<file path="src/rtl/psd_pkg.sv">
package psd_pkg;
  // Prescaler low modulus; the high modulus is one larger.
  localparam int PSD_P   = 32;
  localparam int PSD_NW  = 11;
  localparam int PSD_AW  = 5;
  // Setting restored by reset.
  localparam int PSD_N_RST = 32;
  localparam int PSD_A_RST = 0;
endpackage

</file>
<file path="src/rtl/psd_cfg_guard.sv">
// Screens offered N/A words and holds the pending setting.
module psd_cfg_guard #(
  parameter int P     = 32,
  parameter int NW    = 11,
  parameter int AW    = 5,
  parameter int N_RST = 32,
  parameter int A_RST = 0
) (
  input  logic          clk,
  input  logic          rst,
  input  logic [NW-1:0] n_word,
  input  logic [AW-1:0] a_word,
  input  logic          ld_stb,
  output logic [NW-1:0] pend_n,
  output logic [AW-1:0] pend_a,
  output logic          cfg_err
);
  logic offer_ok;

  always_comb begin
    offer_ok = (int'(n_word) >= P) && (int'(a_word) < P) && (int'(a_word) < int'(n_word));
  end

  always_ff @(posedge clk) begin
    if (rst) begin
      pend_n  <= NW'(N_RST);
      pend_a  <= AW'(A_RST);
      cfg_err <= 1'b0;
    end else if (ld_stb) begin
      if (offer_ok) begin
        pend_n  <= n_word;
        pend_a  <= a_word;
        cfg_err <= 1'b0;
      end else begin
        cfg_err <= 1'b1;
      end
    end
  end

  // a rejected offer leaves the held setting untouched and flags it
  p_hold_bad_r5: assert property (@(posedge clk) disable iff (rst)
    (ld_stb && !offer_ok) |=> ($stable(pend_n) && $stable(pend_a) && cfg_err));

  // an accepted offer clears the flag
  p_clear_ok_r6: assert property (@(posedge clk) disable iff (rst)
    (ld_stb && offer_ok) |=> !cfg_err);

  // the held setting always lies inside the gap-free range
  p_legal_hold_r7: assert property (@(posedge clk) disable iff (rst)
    (int'(pend_n) >= P) && (int'(pend_a) < int'(pend_n)) && (int'(pend_a) < P));
endmodule

</file>
<file path="src/rtl/psd_prescaler.sv">
// Dual-modulus prescaler: counts down P (high modulus, P+1 cycles) or P-1.
module psd_prescaler #(
  parameter int P = 32
) (
  input  logic clk,
  input  logic rst,
  input  logic rst_hi,
  input  logic next_hi,
  output logic tc
);
  localparam int PCW = $clog2(P + 1);
  localparam logic [PCW-1:0] PC_HI = PCW'(P);
  localparam logic [PCW-1:0] PC_LO = PCW'(P - 1);

  logic [PCW-1:0] pc;

  always_ff @(posedge clk) begin
    if (rst)           pc <= rst_hi ? PC_HI : PC_LO;
    else if (pc == '0) pc <= next_hi ? PC_HI : PC_LO;
    else               pc <= pc - PCW'(1);
  end

  always_comb tc = (pc == '0);

  // the phase counter never exceeds the high-modulus start value
  p_phase_bound_r1: assert property (@(posedge clk) disable iff (rst)
    pc <= PC_HI);

  // after a terminal count the phase restarts at one of the two moduli
  p_phase_restart_r1: assert property (@(posedge clk) disable iff (rst)
    tc |=> (pc == PC_HI || pc == PC_LO));
endmodule

</file>
<file path="src/rtl/psd_counters.sv">
// Main (N) and swallow (A) counters advanced by prescaler terminal counts.
module psd_counters #(
  parameter int NW    = 11,
  parameter int AW    = 5,
  parameter int N_RST = 32,
  parameter int A_RST = 0
) (
  input  logic          clk,
  input  logic          rst,
  input  logic          tc,
  input  logic [NW-1:0] pend_n,
  input  logic [AW-1:0] pend_a,
  output logic          next_hi,
  output logic          div_pulse
);
  logic [NW-1:0] nc;
  logic [AW-1:0] ac;
  logic          last_pre;
  logic          period_end;

  always_comb begin
    last_pre   = (nc == NW'(1));
    period_end = tc && last_pre;
    next_hi    = last_pre ? (pend_a != '0) : (ac > AW'(1));
  end

  always_ff @(posedge clk) begin
    if (rst) begin
      nc        <= NW'(N_RST);
      ac        <= AW'(A_RST);
      div_pulse <= 1'b0;
    end else begin
      div_pulse <= period_end;
      if (tc) begin
        if (last_pre) begin
          nc <= pend_n;
          ac <= pend_a;
        end else begin
          nc <= nc - NW'(1);
          if (ac != '0) ac <= ac - AW'(1);
        end
      end
    end
  end

  // the output pulse lasts a single cycle
  p_single_pulse_r3: assert property (@(posedge clk) disable iff (rst)
    div_pulse |=> !div_pulse);

  // each new period starts from the setting held at the boundary
  p_reload_r4: assert property (@(posedge clk) disable iff (rst)
    div_pulse |-> (nc == $past(pend_n) && ac == $past(pend_a)));

  // the main counter never runs empty
  p_main_live_r1: assert property (@(posedge clk) disable iff (rst)
    nc != '0);

  // the swallow count never exceeds the main count
  p_swallow_order_r1: assert property (@(posedge clk) disable iff (rst)
    int'(ac) < int'(nc) || ac == '0);
endmodule

</file>
<file path="src/rtl/pswallow_divider.sv">
// Pulse-swallow divider top: one output pulse per N*P+A input cycles.
module pswallow_divider
  import psd_pkg::*;
#(
  parameter int P     = PSD_P,
  parameter int NW    = PSD_NW,
  parameter int AW    = PSD_AW,
  parameter int N_RST = PSD_N_RST,
  parameter int A_RST = PSD_A_RST
) (
  input  logic          clk,
  input  logic          rst,
  input  logic [NW-1:0] n_word,
  input  logic [AW-1:0] a_word,
  input  logic          ld_stb,
  output logic          div_pulse,
  output logic          cfg_err
);
  localparam logic RST_HI = (A_RST != 0);

  logic [NW-1:0] pend_n;
  logic [AW-1:0] pend_a;
  logic          tc;
  logic          next_hi;

  psd_cfg_guard #(.P(P), .NW(NW), .AW(AW), .N_RST(N_RST), .A_RST(A_RST)) u_guard (
    .clk(clk), .rst(rst), .n_word(n_word), .a_word(a_word), .ld_stb(ld_stb),
    .pend_n(pend_n), .pend_a(pend_a), .cfg_err(cfg_err)
  );

  psd_prescaler #(.P(P)) u_pre (
    .clk(clk), .rst(rst), .rst_hi(RST_HI), .next_hi(next_hi), .tc(tc)
  );

  psd_counters #(.NW(NW), .AW(AW), .N_RST(N_RST), .A_RST(A_RST)) u_cnt (
    .clk(clk), .rst(rst), .tc(tc), .pend_n(pend_n), .pend_a(pend_a),
    .next_hi(next_hi), .div_pulse(div_pulse)
  );

  // outputs are quiet in the cycle after a reset edge
  p_reset_quiet_r8: assert property (@(posedge clk)
    rst |=> (!div_pulse && !cfg_err));
endmodule

</file>
<file path="config.mk">
export PLATFORM = sky130hd
export DESIGN_NAME = pswallow_divider
export DESIGN_NICKNAME = d
export VERILOG_FILES = /design/src/rtl/psd_pkg.sv /design/src/rtl/psd_cfg_guard.sv /design/src/rtl/psd_prescaler.sv /design/src/rtl/psd_counters.sv /design/src/rtl/pswallow_divider.sv
export SDC_FILE = /design/constraint.sdc
export NUM_CORES = 1
export LEC_CHECK = 0
export ABC_AREA = 1
export BUFFER_PORTS_ARGS = -buffer_cell sky130_fd_sc_hd__buf_2
export CAP_MARGIN = 20
export CORE_ASPECT_RATIO = 1.1
export CORE_MARGIN = 2
export CORE_UTILIZATION = 60
export DETAILED_ROUTE_END_ITERATION = 16
export HOLD_SLACK_MARGIN = 0.15
export PLACE_DENSITY = 0.81
export SYNTH_ARGS = -nofsm -noshare
export SYNTH_HDL_FRONTEND = slang
export SYNTH_SLANG_ARGS = --single-unit
</file>
<file path="constraint.sdc">
create_clock -name clk -period 2.2 [get_ports clk]
set_input_delay 0.44 -clock clk [delete_from_list [all_inputs] [get_ports clk]]
set_output_delay 0.44 -clock clk [all_outputs]
set_load 0.03 [all_outputs]
</file>
# Yosys cells after proc, flatten, opt, wreduce, memory -nomap -nowiden
# Cells that the tools add are included.
[op_classes] n_eq_ne=1 addsub=3 muxes=7 n_reduce_logical=8 bitwise_logic=0 n_lt_le_gt_ge=3 div=0 n_shift=0 multipliers=0
[ops] operator="$mux W6" count=2
[ops] operator="$eq A11 B1 Y1 const B" count=1
[ops] operator="$ge A11 B6 Y1 const B" count=1
[ops] operator="$lt A5 B11 Y1" count=1
[ops] operator="$mux W11" count=1
[ops] operator="$sub A11 B1 Y11 const B" count=1
[ops] operator="$mux W5" count=2
[ops] operator="$reduce_bool A5 Y1" count=2
[ops] operator="$logic_not A6 Y1" count=1
[ops] operator="$sub A6 B1 Y6 const B" count=1
[ops] operator="$gt A5 B1 Y1 const B" count=1
[ops] operator="$sub A5 B1 Y5 const B" count=1
[ops] operator="$reduce_and A2 Y1" count=2
[ops] operator="$logic_and A1 B1 Y1" count=2
[ops] operator="$mux W1" count=2
[ops] operator="$reduce_bool A2 Y1" count=1
[word_totals] elab_cells=29 latch_bits=0 inputBits=19 ff_bits=40 out_inout_bits=2 rom_bits=0 mem_bits_rw=0 memories=0

# Logic depth before layout (Yosys ltp)
# Gate-level depths: netlist of run 1.
[depth] ltp_word=4 depth_mapped=10 mapped_depth_nobuf=10

# Cells and area by module
# From an unflattened synthesis of run 1, not the netlist that was laid out.
[unflattened] hier_cells=366 area_unflattened_um2=2387.3
[modules_own_cells] mod="psd_counters" cells_per_inst=193 instances=1 area_per_inst_um2=1199.9 seq_area_each_um2=340.3
[modules_own_cells] mod="psd_cfg_guard" cells_per_inst=111 instances=1 area_per_inst_um2=775.7 seq_area_each_um2=340.3
[modules_own_cells] mod="psd_prescaler" cells_per_inst=61 instances=1 area_per_inst_um2=407.9 seq_area_each_um2=120.1
[modules_own_cells] mod="pswallow_divider" cells_per_inst=1 instances=1 area_per_inst_um2=3.8 seq_area_each_um2=0.0

# Least setup slack after synthesis of run 1
# OpenSTA, ideal clock, no wires.
[synth_path] path_kind="register to register" startpoint="reg u_pre.pc[0]" endpoint="reg u_cnt.nc[0]" setup_ns=0.070 arrival_ns=1.311 setup_slack_ns=0.819 path_stages_with_launch=10 t_required_ns=2.130 synth_period_minus_slack_ns=1.381 n_path_buf=1 path_cell_list="dfxtp_1 > inv_1 > ha_1 > nand2_2 > inv_1 > nand3_2 > buf_2 > a21oi_1 > o21ai_0 > a21oi_1"
[synth_between] elab_chain_cells=1
[synth_lines] element="start: declaration" line_no="psd_prescaler.sv:15" text="logic [PCW-1:0] pc;"
[synth_lines] element="start signal: assignment" line_no="psd_prescaler.sv:18" text="if (rst) pc <= rst_hi ? PC_HI : PC_LO;"
[synth_lines] element="start signal: assignment" line_no="psd_prescaler.sv:19" text="else if (pc == '0) pc <= next_hi ? PC_HI : PC_LO;"
[synth_lines] element="start signal: assignment" line_no="psd_prescaler.sv:20" text="else pc <= pc - PCW'(1);"
[synth_lines] element="$logic_not A6 Y1" line_no="psd_prescaler.sv:23" text="always_comb tc = (pc == '0);"
[synth_lines] element="end signal: assignment" line_no="psd_counters.sv:29" text="nc <= NW'(N_RST);"
[synth_lines] element="end signal: assignment" line_no="psd_counters.sv:36" text="nc <= pend_n;"
[synth_lines] element="end signal: assignment" line_no="psd_counters.sv:39" text="nc <= nc - NW'(1);"
[synth_lines] element="end: declaration" line_no="psd_counters.sv:16" text="logic [NW-1:0] nc;"
# No other way between the ends.
# A chain may end at the register's enable or synchronous reset.

# Final worst setup path of run 1
[layout_path] startpoint="reg u_pre.pc[0]" endpoint="reg u_pre.pc[2]"
[layout_between] elab_chain_cells=2 word_cells_on_any_way=3 cone_classes="add/sub: 1; mux: 1; reduce/logical: 1"
[layout_lines] element="$sub A6 B1 Y6 or $logic_not A6 Y1 (tied branches)" line_no="psd_prescaler.sv:20, psd_prescaler.sv:19"
[layout_lines] element="$mux W6 (*)" line_no="psd_prescaler.sv:19"
# Mark *: on every way between the ends. The rest lies on a longest branch, timed or not.

==> impl_metrics.ini, run 1 <==
[logic_synthesis]
syn_inst = 309
synth_cell_type_count = 31
yosys_register_bits = 40
synth_top_cell_by_area = dfxtp_1
synth_common_cells = nand2_1 (67), dfxtp_1 (40), nor2_1 (38)
syn_nets = 333
async_flop_share = 0
yosysWarnings = 0
synth_edf_count = 0
synthFlopType = dfxtp_1
synth.most_common_cell = nand2_1
yosysSeqAreaShare = 0.3745
syn_avg_cell_area_sq_um = 6.920
synth_top_area_frac = 0.3745
syn-cell-area_sq_mm = 0.002138
synth_area_leaders = dfxtp_1 (37%), nand2_1 (12%), o21ai_0 (6.8%), nor2_1 (6.7%), inv_1 (6.5%)

[place]
gp_congestion = 0.8599
dp_slack_ns = 0.4619
post-dp-hpwl_microns = 3221
portBuffers = 20

[timing]
final.setup.worst_slack_ns = 0.4419
period_minus_slack_ns = 1.758
setup_viol = 0
fin_crit_sh = 0.7992
worst_hold_slack_ns = 0.2999
fmax_ghz = 0.5688
worstMarginPinSlew_ns = 0.3989
finalMaxSlewViolations = 0
hold_violations = 0
fin_skew_ns = 0.009109
setup_tns_ns = 0
slew_headroom = 0.7316
grt_setup_unrepaired = false

[detailed_routing]
vias_per_cell = 5.095
dr.pass1.iters = 5
vias = 1931
drtIter0Drc = 119
drc_errors = 0
wirelength_microns = 4283
ant_nets = 0
wl_per_cell_microns = 11.30

[critical_path]
cp-end-kind = flop
cp-start-kind = flop
crit_type = reg -> reg
worstPathCellList = inv_1 -> ha_1 -> nand2_2 -> inv_1 -> nand3_2 -> nor2_4 -> nand2_1 -> nand2_1 -> inv_2 -> nand3_1
critPathMaxStageDelay_ns = 0.32
critPathRequiredTime_ns = 2.50
critical_path.slowest_cell = dfxtp_1
cp.arrival_ns = 2.06
worst-path-max-fanout = 15

[clock_tree]
path_clk_slew_ns = 0.12
tritoncts = yes
cts_resized = 0
cts_inserted_buffers = 5
cts-hold-fix-buffers = 0
cts.sinks = 40
htree_levels = 2
clk_path_buf_depth = 2
post_cts_buffers = 0
root_buffer = clkbuf_4
clock_latency_ns = 0.35

[grt]
track_usage = 0.2548
grt_pass1_wl_microns = 7817
antenna_found_initial = 0
grt-ovfl-total = 0
grt_start_max_net_pins = 19
grt_pass1_vias = 1808

[final_layout]
drive_gt1_frac = 0.1692
area_growth_syn_to_layout_pct = 9.479
n_antenna_cell = 0
nets = 354
final_core_util = 0.6914
fill_cells = 319

[worst_hold_path]
hold_class = in -> reg

[run]
max-cap-violations = 0

[power]
power_density_mw_per_mm2 = 571.0
finalPower_mw = 1.337
ir_worst_vdd_v = 0.0005501
p_leak_nw = 1.102

[outcome]
status = finished clean

[die]
io_pins = 21
row_count = 22
die_h_microns = 66.61
die_w_microns = 60.92
die_area_sq_mm = 0.004058
core_area_sq_mm = 0.003386
initial_core_util = 0.6316
[flip-flops by register name (all words and copies together), names as in the netlist]
| name | count |
|---|---|
| u_cnt.div_pulse | 1 |
| u_guard.pend_a | 5 |
| u_cnt.ac | 5 |
| u_guard.pend_n | 11 |
| u_guard.cfg_err | 1 |
| u_cnt.nc | 11 |
| u_pre.pc | 6 |
[area by class of cell]
type	count	area, sq um	share of cell area
multi-input cells	220	1127	0.4816
flip-flops and latches	40	800.8	0.3421
inverters	40	150.1	0.06414
repair buffers	23	122.6	0.05238
well taps	48	60.06	0.02565
clock inverters	3	42.54	0.01817
clock buffers	5	37.54	0.01603
[worst paths after layout]
path	start	endpoint	slack, ns	depth (start not counted)
setup reg to reg	u_pre.pc[0]	u_pre.pc[2]	0.44	10
hold reg to reg	u_guard.pend_a[4]	u_cnt.ac[4]	0.46	2
hold / removal	n_word[4]	u_guard.pend_n[4]	0.30	3
setup / recovery	u_pre.pc[0]	u_pre.pc[2]	0.44	10
[layout by cell type (no fill, tap or decap)]
cell        instances
buf_4               3
xor2_1              2
nor3_1              2
nand3_4             1
o21ai_1             1
nand2_4             2
ha_1                5
o211ai_1            1
nand3_2             2
xnor2_1             2
nand2_1            67
bufinv_16           1
nand2_2             4
inv_2               3
nor2_8              1
buf_2              20
clkinv_2            1
nand3b_1            2
clkinvlp_4          1
nand3_1            25
a21oi_1            20
nor4_1              1
inv_1              37
nor2_4              4
nor2_1             38
and2_0              1
o21a_1              1
nor2_2              8
nor3b_1             1
dfxtp_1            40
o21ai_0            29
clkbuf_4            5
[metal layers]
layer | part of all wire | GRT usage | routed length (microns) | up-vias
met5 | 0 | 0 | 0 | -
met3 | 0.043 | 0.05437 | 184 | 8
li1 | - | - | - | 1020
met1 | 0.49 | 0.3381 | 2100 | 859
met4 | 0.017 | 0.08696 | 72 | 0
met2 | 0.45 | 0.4046 | 1926 | 44
[critical path: cells and delay by family (launching register included)]
family	cells	cell delay [ns]
buffers and inverters	3	0.25
flip-flops	1	0.32
adder cells (fa/ha/maj)	1	0.19
AND/OR/NAND/NOR	6	0.95
[logic make-up (layout without fill, tap and decap cells)]
| logic type | after synthesis | after routing | synth area share |
|---|---|---|---|
| AO/OA/AOI/OAI | 52 | 52 | 0.1241 |
| XOR/XNOR | 4 | 4 | 0.01639 |
| adder cells (fa/ha/maj) | 5 | 5 | 0.02926 |
| buffers and inverters | 49 | 71 | 0.09830 |
| flip-flops | 40 | 40 | 0.3745 |
| AND/OR/NAND/NOR | 159 | 159 | 0.3575 |
[power by group]
| part | internal [mW] | switching (mW) | total [mW] |
|---|---|---|---|
| Clock | 0.237 | 0.246 | 0.483 |
| Combinational | 0.0368 | 0.0533 | 0.0901 |
| Sequential | 0.750 | 0.0132 | 0.763 |
[per-stage QoR]
stage | cells | instance area, sq um
floorplan | 309 | 2138
finish | 379 | 2341
detailed placement | 371 | 2261
global route | 379 | 2341
CTS | 379 | 2341
global placement | 371 | 2261
(Power assumes the default switching activity.)
==> run 2, diff against run 1 <==
Settings changed: CORE_UTILIZATION 60 to 58, PLACE_DENSITY 0.81 to 0.78.
Clock period 2.2 ns to 1.79 ns, I/O delays scaled along.
==> run 2 against run 1 <==
Compared with the run above: sequential power increased by 23%; highest routed layer unchanged; critical endpoint unchanged; sequential share of layout area decreased by 1.0 points; maximum frequency increased by 11%.
==> impl_metrics.ini, run 2 (synthesized netlist as in run 1, its figures left out) <==
[worst_hold_path]
whs_path_depth = 3
min_from = n_word[5]
worstHoldEndpoint = u_guard.pend_n[5]
hold_class = in -> reg

[die]
initial_core_util = 0.5944
die_w_microns = 61.89
core_area_sq_mm = 0.003597
io_pins = 21
die_h_microns = 67.68
die_area_sq_mm = 0.004189
row_count = 23

[place]
portBuffers = 20
post-dp-hpwl_microns = 3283
dp_slack_ns = 0.1907
gp_congestion = 0.8631

[critical_path]
rrSetupSlack_ns = 0.20
cp-start-kind = flop
worst-path-max-fanout = 8
cp.arrival_ns = 1.82
worstPathCellList = inv_1 -> ha_1 -> nand2_2 -> inv_1 -> nand3_2 -> nor2_2 -> nand2_1 -> nand2_1 -> inv_2 -> nand3_1
cp-end-kind = flop
r2r-start = u_pre.pc[0]
crit_type = reg -> reg
setup.worst_path.start = u_pre.pc[0]
r2r-end = u_pre.pc[2]
critPathRequiredTime_ns = 2.02
critPathMaxStageDelay_ns = 0.30
critical_path.slowest_cell = dfxtp_1
r2r_cells = 10

[clock_tree]
cts_resized = 0
clock_latency_ns = 0.29
tritoncts = yes
cts_inserted_buffers = 5
htree_levels = 2
path_clk_slew_ns = 0.07
cts-hold-fix-buffers = 0
clk_path_buf_depth = 2
cts.sinks = 40
root_buffer = clkbuf_8
post_cts_buffers = 0

[detailed_routing]
drc_errors = 0
dr.pass1.iters = 4
drtIter0Drc = 111
vias_per_cell = 5.039
ant_nets = 0
wl_per_cell_microns = 11.40
wirelength_microns = 4388
vias = 1940

[final_layout]
final_common_cell = nand2_1
nets = 358
area_growth_syn_to_layout_pct = 12.87
largestRegisters = u_cnt.nc: 11 flops, u_guard.pend_n: 11 flops, u_pre.pc: 6 flops
mostFrequentLayoutCells = nand2_1 (67), dfxtp_1 (40), nor2_1 (38), inv_1 (37), o21ai_0 (29)
n_antenna_cell = 0
drive_gt1_frac = 0.1761

[timing]
grt_setup_unrepaired = false
setup_tns_ns = 0
hold_violations = 0
fmax_ghz = 0.6291
fin_crit_sh = 0.8881
fin_skew_ns = 0.005574
setup_viol = 0
finalMaxSlewViolations = 0
worstMarginPinSlew_ns = 0.3956
final.setup.worst_slack_ns = 0.2003
period_minus_slack_ns = 1.590
slew_headroom = 0.7360

[run]
max-cap-violations = 0

[grt]
grt_pass1_wl_microns = 7486
track_usage = 0.2411
antenna_found_initial = 0
grt_start_max_net_pins = 21
grt-ovfl-total = 0
grt_pass1_vias = 1757

[power]
ir_worst_vdd_v = 0.0006299
p_leak_nw = 1.140
power_density_mw_per_mm2 = 732.9

[outcome]
status = finished clean
-- run 2: how the worst max path moves through the flow --
stage	endpoint	slack (ns)
finish	u_pre.pc[2]	0.20
floorplan	u_cnt.nc[0]	0.41
detailed placement	u_pre.pc[2]	0.19
CTS	u_pre.pc[2]	0.17
global route	u_pre.pc[2]	0.03
global placement	u_pre.pc[2]	0.26
-- run 2: power by group --
part           leakage, nW  internal (mW)  switching (mW)
Clock               0.0552          0.413           0.308
Combinational        0.758         0.0437          0.0659
Sequential           0.327          0.922          0.0166
Total                 1.14           1.38           0.390
-- run 2: area by class of cell --
type	instances	area, sq um
Fill cell	319	1184
Multi-Input combinational cell	220	1127
Sequential cell	40	800.8
Timing Repair Buffer	27	165.2
Inverter	40	150.1
Clock buffer	6	72.57
Tap cell	50	62.56
Clock inverter	2	35.03
-- run 2: through the flow --
| step | total power, mW | hold WS [ns] | instances | utilization | instance area, sq um |
|---|---|---|---|---|---|
| 2_1_floorplan | 1.025 | 0.4292 | 309 | - | 2138 |
| 3_3_place_gp | 1.064 | 0.4443 | 375 | 0.6334 | 2278 |
| 3_5_place_dp | 1.067 | 0.4570 | 375 | 0.6334 | 2278 |
| 4_1_cts | 1.775 | 0.2787 | 383 | 0.6633 | 2386 |
| 5_1_grt | 1.836 | 0.2955 | 385 | 0.6710 | 2414 |
| 6_report | 1.769 | 0.2779 | 385 | 0.6710 | 2414 |
-- run 2: critical path: cells and delay by family, from the launching register on --
family / cells / cell delay (ns)
AND/OR/NAND/NOR: 6 / 0.79
flip-flops: 1 / 0.30
buffers and inverters: 3 / 0.25
adder cells (fa/ha/maj): 1 / 0.19
-- run 2: per-layer routing --
metal,global-route usage,routed length (microns)
met5,0,0
met4,0.07979,67
met3,0.05747,183
met2,0.3868,2087
met1,0.3146,2050
